==> config.mk <==
export PLATFORM = sky130hd
export DESIGN_NAME = lsx_top
export DESIGN_NICKNAME = d
export VERILOG_FILES = /design/src/rtl/lsx_pkg.sv /design/src/rtl/lsx_datapath.sv /design/src/rtl/lsx_control.sv /design/src/rtl/lsx_top.sv
export SDC_FILE = /design/constraint.sdc
export NUM_CORES = 1
export LEC_CHECK = 0
export BUFFER_PORTS_ARGS = -buffer_cell sky130_fd_sc_hd__buf_2
export CAP_MARGIN = 20
export CORE_MARGIN = 8
export CORE_UTILIZATION = 34
export CTS_BUF_LIST = sky130_fd_sc_hd__clkbuf_2
export CTS_CLUSTER_DIAMETER = 100
export DETAILED_ROUTE_END_ITERATION = 8
export PLACE_DENSITY = 0.56
export REMOVE_ABC_BUFFERS = 1
export SYNTH_ARGS = -nofsm -noshare
export SYNTH_HDL_FRONTEND = slang
export SYNTH_HIERARCHICAL = 1
export SYNTH_SLANG_ARGS = --single-unit
==> constraint.sdc <==
create_clock -name clk -period 1.2 [get_ports clk]
set_input_delay 0.3 -clock clk [delete_from_list [all_inputs] [get_ports clk]]
set_output_delay 0.3 -clock clk [all_outputs]
set_load 0.05 [all_outputs]
==> src/rtl/lsx_pkg.sv <==
package lsx_pkg;
  localparam logic [1:0] SZ_BYTE  = 2'b00;
  localparam logic [1:0] SZ_HALF  = 2'b01;
  localparam logic [1:0] SZ_WORD  = 2'b10;
  localparam logic [1:0] SZ_DWORD = 2'b11;

  localparam int CAUSE_W     = 4;
  localparam int CAUSE_MISS  = 0;
  localparam int CAUSE_ALIGN = 1;
  localparam int CAUSE_TLB   = 2;
  localparam int CAUSE_LOCK  = 3;

  typedef struct packed {
    logic capture;
    logic clear;
  } strobe_t;
endpackage

==> src/rtl/lsx_datapath.sv <==
module lsx_datapath #(
  parameter int DATA_W = 64,
  localparam int BYTES = DATA_W / 8,
  localparam int OFF_W = $clog2(BYTES)
) (
  input  logic                 clk,
  input  logic                 rstN,
  input  lsx_pkg::strobe_t     stb,
  input  logic [OFF_W-1:0]     offset,
  input  logic [1:0]           size,
  input  logic                 signedLd,
  input  logic                 zeroData,
  input  logic [DATA_W-1:0]    word,
  output logic [DATA_W-1:0]    dataQ
);
  logic [DATA_W-1:0] shifted;
  logic [DATA_W-1:0] extended [4];
  logic [DATA_W-1:0] result;

  assign shifted = word >> {offset, 3'b000};

  for (genvar g = 0; g < 4; g++) begin : g_ext
    localparam int FIELD_W = 8 << g;
    if (FIELD_W < DATA_W) begin : g_fill
      assign extended[g] = {{(DATA_W-FIELD_W){signedLd & shifted[FIELD_W-1]}},
                            shifted[FIELD_W-1:0]};
    end else begin : g_pass
      assign extended[g] = shifted;
    end
  end

  assign result = zeroData ? '0 : extended[size];

  always_ff @(posedge clk or negedge rstN) begin
    if (!rstN) dataQ <= '0;
    else if (stb.capture) dataQ <= result;
  end


  priv_zero_chk: assert property (@(posedge clk) disable iff (!rstN)
    (stb.capture && zeroData) |=> (dataQ == '0));


  dword_pass_chk: assert property (@(posedge clk) disable iff (!rstN)
    (stb.capture && !zeroData && size == lsx_pkg::SZ_DWORD && offset == '0)
      |=> (dataQ == $past(word)));
endmodule

==> src/rtl/lsx_control.sv <==
module lsx_control #(
  parameter int DATA_W = 64,
  localparam int BYTES = DATA_W / 8,
  localparam int OFF_W = $clog2(BYTES)
) (
  input  logic                          clk,
  input  logic                          rstN,
  input  logic                          inValid,
  input  logic                          flush,
  input  logic [OFF_W-1:0]              offset,
  input  logic [1:0]                    size,
  input  logic                          cacheHit,
  input  logic                          tlbMiss,
  input  logic                          storeLock,
  input  logic                          userMode,
  input  logic                          privData,
  output lsx_pkg::strobe_t              stb,
  output logic                          zeroData,
  output logic                          loadQ,
  output logic                          validQ,
  output logic [lsx_pkg::CAUSE_W-1:0]   causeQ
);
  import lsx_pkg::*;

  logic [3:0]         sizeMask;
  logic               misalign;
  logic [CAUSE_W-1:0] cause;

  assign sizeMask = 4'((1 << size) - 1);
  assign misalign = |(offset & sizeMask[OFF_W-1:0]);

  always_comb begin
    cause              = '0;
    cause[CAUSE_MISS]  = ~cacheHit;
    cause[CAUSE_ALIGN] = misalign;
    cause[CAUSE_TLB]   = tlbMiss;
    cause[CAUSE_LOCK]  = storeLock;
  end

  assign zeroData    = userMode & privData;
  assign stb.capture = inValid & ~flush;
  assign stb.clear   = flush;

  always_ff @(posedge clk or negedge rstN) begin
    if (!rstN) begin
      loadQ  <= 1'b0;
      validQ <= 1'b0;
      causeQ <= '0;
    end else if (stb.clear) begin
      loadQ  <= 1'b0;
      validQ <= 1'b0;
      causeQ <= '0;
    end else begin
      loadQ  <= inValid;
      validQ <= inValid && (cause == '0);
      causeQ <= inValid ? cause : '0;
    end
  end


  flush_clear_chk: assert property (@(posedge clk) disable iff (!rstN)
    flush |=> (!validQ && !loadQ && causeQ == '0));


  valid_needs_load_chk: assert property (@(posedge clk) disable iff (!rstN)
    validQ |-> (loadQ && causeQ == '0));


  byte_align_chk: assert property (@(posedge clk) disable iff (!rstN)
    (stb.capture && size == SZ_BYTE) |=> !causeQ[CAUSE_ALIGN]);


  idle_chk: assert property (@(posedge clk) disable iff (!rstN)
    (!inValid && !flush) |=> (!loadQ && causeQ == '0));


  tlb_cause_chk: assert property (@(posedge clk) disable iff (!rstN)
    (stb.capture && tlbMiss) |=> causeQ[CAUSE_TLB]);
endmodule

==> src/rtl/lsx_top.sv <==
module lsx_top #(
  parameter int DATA_W = 64,
  localparam int BYTES = DATA_W / 8,
  localparam int OFF_W = $clog2(BYTES)
) (
  input  logic                clk,
  input  logic                rstN,
  input  logic                flush,
  input  logic                inValid,
  input  logic [OFF_W-1:0]    addrLow,
  input  logic [1:0]          size,
  input  logic                signedLd,
  input  logic [DATA_W-1:0]   cacheWord,
  input  logic                cacheHit,
  input  logic                tlbMiss,
  input  logic                storeLock,
  input  logic                userMode,
  input  logic                privData,
  output logic                outLoad,
  output logic                outValid,
  output logic [DATA_W-1:0]   outData,
  output logic [3:0]          failCause
);
  lsx_pkg::strobe_t stb;
  logic zeroData;

  lsx_control #(.DATA_W(DATA_W)) u_ctrl (
    .clk(clk), .rstN(rstN), .inValid(inValid), .flush(flush),
    .offset(addrLow), .size(size), .cacheHit(cacheHit), .tlbMiss(tlbMiss),
    .storeLock(storeLock), .userMode(userMode), .privData(privData),
    .stb(stb), .zeroData(zeroData), .loadQ(outLoad), .validQ(outValid),
    .causeQ(failCause)
  );

  lsx_datapath #(.DATA_W(DATA_W)) u_dp (
    .clk(clk), .rstN(rstN), .stb(stb), .offset(addrLow), .size(size),
    .signedLd(signedLd), .zeroData(zeroData), .word(cacheWord),
    .dataQ(outData)
  );
endmodule

# Word level (Yosys, flattened, before mapping)
# Index checks and enable logic that the tools add are counted.
# Widths: inputs -> output; s select.
# totals
ff_bits	70
output_inout_bits	70
input_bits	79
wordCells	28
# op_classes
add_sub_neg	1
n_lt_le_gt_ge	1
reduce_logical	3
n_bitwise	9
n_mux	8
shift	2
# ops
operator	count
$mux 64	3
$bmux 64 s2	1
$shr 64x6->64	1
$mux 4	2
$and 1x1->1	5
$logic_not 4->1	1
$and 3x3->3	1
$ge 3x3->1 const B	1
$not 2->3	1
$reduce_or 3->1	1
$shl 1x2->3 const A	1
$sub 3x2->3 const B	1
$mux 1	2
$not 1->1	2
$logic_and 1x1->1	1

# Depth between registers and ports, before layout
# Gate-level depths: netlist of the first run.
# depth
ltp_word	7
mapped_depth	9
ltp_nobuf	7

# Modules after synthesis
# Netlist of the first run, hierarchy kept.
# by_module_without_submodules
mod	area_per_inst_um2	seq_area_each_um2	instances	cells_per_inst
lsx_datapath	4264.1	1601.5	1	418
lsx_control	237.7	150.1	1	19

# Least setup slack after synthesis of the first run
# Ideal clock, no wire load.
# synth_timing
path_type	input to register
from	input flush
to	register u_dp.dataQ[15]
path_stages	8
slack_ns	-0.573
setup_ns	0.072
arrival_time_ns	1.701
required_ns	1.128
n_path_buf	2
cell_sequence	nand2b_4 -> inv_1 -> buf_2 -> nor2b_1 -> buf_2 -> o21ai_0 -> or3_1 -> nand3_1
# synth_rtl
element	line_no	source
start: declaration	lsx_top.sv:8	input logic flush,
end signal: assignment	lsx_datapath.sv:36	else if (stb.capture) dataQ <= result;
end: declaration	lsx_datapath.sv:14	output logic [DATA_W-1:0] dataQ

# Final worst setup path of the first run
# layout_timing
from	register u_dp.dataQ[33]
to	output outData[33]
# layout_rtl
element	line_no	source
end: declaration	lsx_top.sv:21	output logic [DATA_W-1:0] outData,
# No word-level cell between the ends.

==> flow_summary.yaml, run 1 <==
timing:
  fin_crit_ns: 1.51
  clock_skew_ns: 0
  max_slew_margin_pct: 71.5
  finalHoldWorstSlack_ns: 0.0779
  fmax_mhz: 664
  rsz0062_at_grt: "true"
  tightest_slew_ns: 0.428
  finalCritPeriodShare_pct: 126
  hold_viol: 0
  finalWorstSetupSlack_ns: -0.306
  setup_viol: 112
  slew_violations: 0
cells_and_area:
  layout_commonest_cell: "buf_4"
  final_cells: 866
  nets: 764
  mostFrequentLayoutCells: "buf_4 (101), buf_6 (86), buf_2 (73)"
  antennaDiodeCount: 0
  areaGrowthSynthToFinish_pct: 63.4
  drive_above_1_share_pct: 55.8
global_routing:
  grt.overflow.total: 0
  grt_pass1_vias: 5092
  grtUsageTotal_pct: 21.5
  grt_max_degree: 34
  grt_pass1_wl_um: 28100
  antenna_found_initial: 1
hold_path:
  hold_path_class: "in2reg"
  hold_start: "cacheWord[58]"
cts:
  cts_tree: "done"
  insertion_delay_ns: 0.54
  cts-root-buf: "clkbuf_2"
  clock_path_buffers: 2
  htreeDepth: 3
  cts.clk_slew.worst_paths_ns: 0.21
  clkSinkCount: 70
  cts_buffers: 9
placement:
  place_inst: 805
  place.gp.congestion: 0.852
  hpwl_um: 12600
  numPortBuffers: 148
run_status:
  status: "finished with violations"
  violations: "setup timing"
power:
  p_leak_nw: 3.54
  p_per_area_nw_per_um2: 1180
  ir_worst_vdd_v: 0.000541
critical_path:
  crit_required_ns: 0.90
  cp_slowest_cell: "dfrtp_1"
  critPathLaunch: "u_dp/dataQ[33]$_DFFE_PN0P_"
  max_stage_delay_ns: 0.47
  reg2reg_from: "u_dp/dataQ[28]$_DFFE_PN0P_"
  path_buf_inv: 1
  crit_path_end_kind: "output pin"
  critPathTopFamily: "flip-flops"
  crit_arrival_ns: 1.21
  crit_chain: "buf_6"
  start_kind: "flop"
  crit_type: "reg2out"
  critPathMaxFanout: 2
floorplanning:
  initial_core_util_pct: 34.3
  fp.dieW_um: 131
  die-area_sq_um: 17200
  die-height_um: 131
  fp.coreArea_sq_um: 13100
  io_pins: 149
  rows: 42
detailed_routing:
  vias: 4716
  wirelength_um: 18600
  first_pass_iters: 4
  drc: 0
  drt_iter0_drc: 320
  antenna_left: 0
  routed_via_density: 5.45
  wire_per_inst_um: 21.4
logic_synthesis:
  synth_warnings: 6
  syn_area_per_cell_sq_um: 10.3
  syn_inst: 436
  synth_area_sq_um: 4490
run:
  maxCapViolations: 0
per-layer routing:
| layer | GRT usage (%) | routed length [um] | up-vias |
|---|---|---|---|
| li1 | - | - | 2156 |
| met1 | 27.7 | 7780 | 2345 |
| met2 | 34.5 | 8930 | 177 |
| met3 | 4.38 | 1410 | 36 |
| met4 | 8.85 | 430 | 2 |
| met5 | 0 | 13 | - |
where the power goes:
part | internal [mW] | switching (mW)
Combinational | 1.68 | 2.21
Clock | 0.902 | 0.948
Sequential | 2.67 | 0.288
Total | 5.25 | 3.44
area by class of cell:
cell class / instances / area, sq um
well taps: 176 / 220
clock buffers: 10 / 50.0
repair buffers: 274 / 2320
fillers: 1134 / 5740
flip-flops and latches: 70 / 1750
clock inverters: 6 / 110
multi-input cells: 319 / 2850
inverters: 11 / 43.8
flip-flops by register name (all words and copies together) (netlist names):
| name | count |
|---|---|
| u_ctrl/validQ | 1 |
| u_ctrl/causeQ | 4 |
| u_ctrl/loadQ | 1 |
| u_dp/dataQ | 64 |
per-stage QoR:
| step | util [%] | instance area, sq um | setup TNS [ns] | setup WS, ns | power [mW] |
|---|---|---|---|---|---|
| 4_1_cts | 53.3 | 6980 | -19.53 | -0.318 | 8.51 |
| 2_1_floorplan | - | 4260 | -44.40 | -1.12 | 4.76 |
| 3_3_place_gp | 45.4 | 5940 | -41.62 | -0.747 | 5.95 |
| 3_5_place_dp | 45.4 | 5940 | -43.48 | -0.817 | 5.98 |
| 6_report | 56.1 | 7340 | -19.61 | -0.306 | 8.69 |
| 5_1_grt | 56.1 | 7340 | -22.71 | -0.361 | 9.05 |
worst reg2reg max path, cell delays in order (launching register included):
cell     delay [ns]
dfrtp_1        0.48
buf_4          0.16
a22oi_1        0.18
nand2_1        0.07
final timing paths:
check | end | slack (ns) | cells after the start
worst min register to register | u_dp/dataQ[20]$_DFFE_PN0P_ | 0.55 | 1
worst max-delay path | outData[33] | -0.31 | 1
max in group asynchronous | u_dp/dataQ[56]$_DFFE_PN0P_ | 0.53 | 3
min in group asynchronous | u_ctrl/causeQ[3]$_DFF_PN0_ | 0.17 | 2
worst min-delay path | u_dp/dataQ[58]$_DFFE_PN0P_ | 0.08 | 4
worst max register to register | u_dp/dataQ[28]$_DFFE_PN0P_ | 0.24 | 3
timing repair:
action | CTS | global route
gates resized for setup | 182 | 54
cloned | 5 | 0
setup buffers | 21 | 15
pin swaps | 9 | 26
hold buffers | 4 | 0
hold endpoints to repair | 74 | 0
setup endpoints to repair | 127 | 128
Note: power is estimated with default switching activity, not from simulation.
==> inputs of run 2 (changes only) <==
Settings changed: PLACE_DENSITY 0.56 to 0.66.
==> flow_summary.yaml, run 2 (synthesis results as in run 1) <==
timing:
  fmax_mhz: 664
  setup_viol: 110
  finalWorstSetupSlack_ns: -0.305
  fin_crit_ns: 1.51
  clock_skew_ns: 0
  hold_viol: 0
  max_slew_margin_pct: 75.3
  rsz0062_at_grt: "true"
  finalCritPeriodShare_pct: 125
  tightest_slew_ns: 0.370
  slew_violations: 0
global_routing:
  grt.overflow.total: 0
  grt_pass1_vias: 5091
  grt_max_degree: 35
  antenna_found_initial: 0
  grtUsageTotal_pct: 21.5
  grt_pass1_wl_um: 27700
critical_path:
  reg2reg_from: "u_dp/dataQ[12]$_DFFE_PN0P_"
  crit_arrival_ns: 1.21
  crit_required_ns: 0.90
  crit_chain: "buf_6"
  critPathTopFamily: "flip-flops"
  path_buf_inv: 1
  max_stage_delay_ns: 0.47
  crit_type: "reg2out"
  critPathMaxFanout: 2
  cp_slowest_cell: "dfrtp_1"
  crit_path_end_kind: "output pin"
  critPathLaunch: "u_dp/dataQ[34]$_DFFE_PN0P_"
  start_kind: "flop"
power:
  ir_worst_vdd_v: 0.000544
  p_leak_nw: 3.58
  p_per_area_nw_per_um2: 1130
detailed_routing:
  drc: 0
  drt_iter0_drc: 351
  wl_met3_um: 1680
  routed.top_layer: "met4"
  antenna_left: 0
  first_pass_iters: 5
  wire_per_inst_um: 21.5
  vias: 4881
  m1WireLength_um: 7820
  wl_met2_um: 8750
  routed_via_density: 5.58
  wirelength_um: 18800
cells_and_area:
  final_cells: 875
  top_register: "u_dp/dataQ"
  reg.largest.list: "u_dp/dataQ (64), u_ctrl/causeQ (4)"
  drive_above_1_share_pct: 54.1
  layout_commonest_cell: "buf_4"
  antennaDiodeCount: 0
  largest_reg_flops: 64
  areaGrowthSynthToFinish_pct: 61.6
  mostFrequentLayoutCells: "buf_4 (109), buf_6 (85), buf_2 (73)"
  fillers: 1126
  nets: 773
cts:
  cts_buffers: 9
  cts.clk_slew.worst_paths_ns: 0.22
  htreeDepth: 3
  cts_tree: "done"
  clock_path_buffers: 2
  clkSinkCount: 70
  cts-root-buf: "clkbuf_2"
  insertion_delay_ns: 0.52
placement:
  hpwl_um: 12900
  place.gp.congestion: 0.900
  pre_cts_ws_ns: -0.835
  numPortBuffers: 148
  place_inst: 811
hold_path:
  hold_path_class: "in2reg"
  hold_start: "cacheWord[62]"
floorplanning:
  rows: 42
  fp.dieW_um: 131
  die-area_sq_um: 17200
  initial_core_util_pct: 34.3
  die-height_um: 131
  io_pins: 149
  fp.coreArea_sq_um: 13100
run:
  maxCapViolations: 0
run_status:
  status: "finished with violations"
  violations: "setup timing"
==> run 2: cell count changes in the layout (fill, tap and decap cells not counted), sizes merged <==
cell / previous run / this run
buf: 270 / 277
bufinv: 3 / 1
clkbuf: 10 / 13
clkinv: 4 / 3
clkinvlp: 1 / 2
inv: 9 / 10
==> run 2: power breakdown <==
group / internal (mW) / switching, mW / total (mW)
Combinational: 1.69 / 2.21 / 3.90
Clock: 0.481 / 0.889 / 1.37
Sequential: 2.67 / 0.268 / 2.93
Total: 4.84 / 3.37 / 8.21
==> run 2: path summary, 6_finish.rpt <==
kind                                              endpoint  cells past startpoint  slack [ns]
worst max-delay path                           outData[34]                      1       -0.31
worst min-delay path            u_dp/dataQ[62]$_DFFE_PN0P_                      4        0.09
max in group asynchronous       u_dp/dataQ[19]$_DFFE_PN0P_                      3        0.56
worst min register to register  u_dp/dataQ[17]$_DFFE_PN0P_                      1        0.54
min in group asynchronous       u_dp/dataQ[34]$_DFFE_PN0P_                      2        0.18
worst max register to register  u_dp/dataQ[12]$_DFFE_PN0P_                      4        0.19
==> run 2: stage by stage <==
stage          instance area [sq um]  util, %  hold WS (ns)  setup TNS, ns  total power [mW]
4_1_cts                         6970     53.3        0.0402         -19.61              8.07
5_1_grt                         7260     55.5        0.0523         -23.02              8.57
3_3_place_gp                    5990     45.8         0.235         -43.24              5.95
2_1_floorplan                   4260        -       0.00441         -44.40              4.76
6_report                        7260     55.5        0.0919         -17.77              8.21
3_5_place_dp                    5990     45.8         0.238         -46.43              5.99
==> run 2: timing repair <==
action	CTS	global route
pin swaps	9	5
hold buffers	4	0
endpoints found under the setup margin	128	120
resized for setup	181	41
gates cloned	4	3
setup buffers	24	13
hold endpoints to repair	74	0
==> run 2: final cells by class <==
cell class | instances | area [sq um] | share of cell area, %
Multi-Input combinational cell | 319 | 2720 | 37.4
Clock inverter | 5 | 50.0 | 0.689
Sequential cell | 70 | 1750 | 24.1
Clock buffer | 11 | 55.1 | 0.758
Inverter | 11 | 45.0 | 0.620
Tap cell | 176 | 220 | 3.03
Timing Repair Buffer | 283 | 2420 | 33.3
==> run 2: metal layers <==
metal / vias up / track usage (%)
li1: 2171 / -
met1: 2416 / 26.8
met2: 253 / 34.1
met3: 41 / 6.29
met4: 0 / 8.71
met5: - / 0
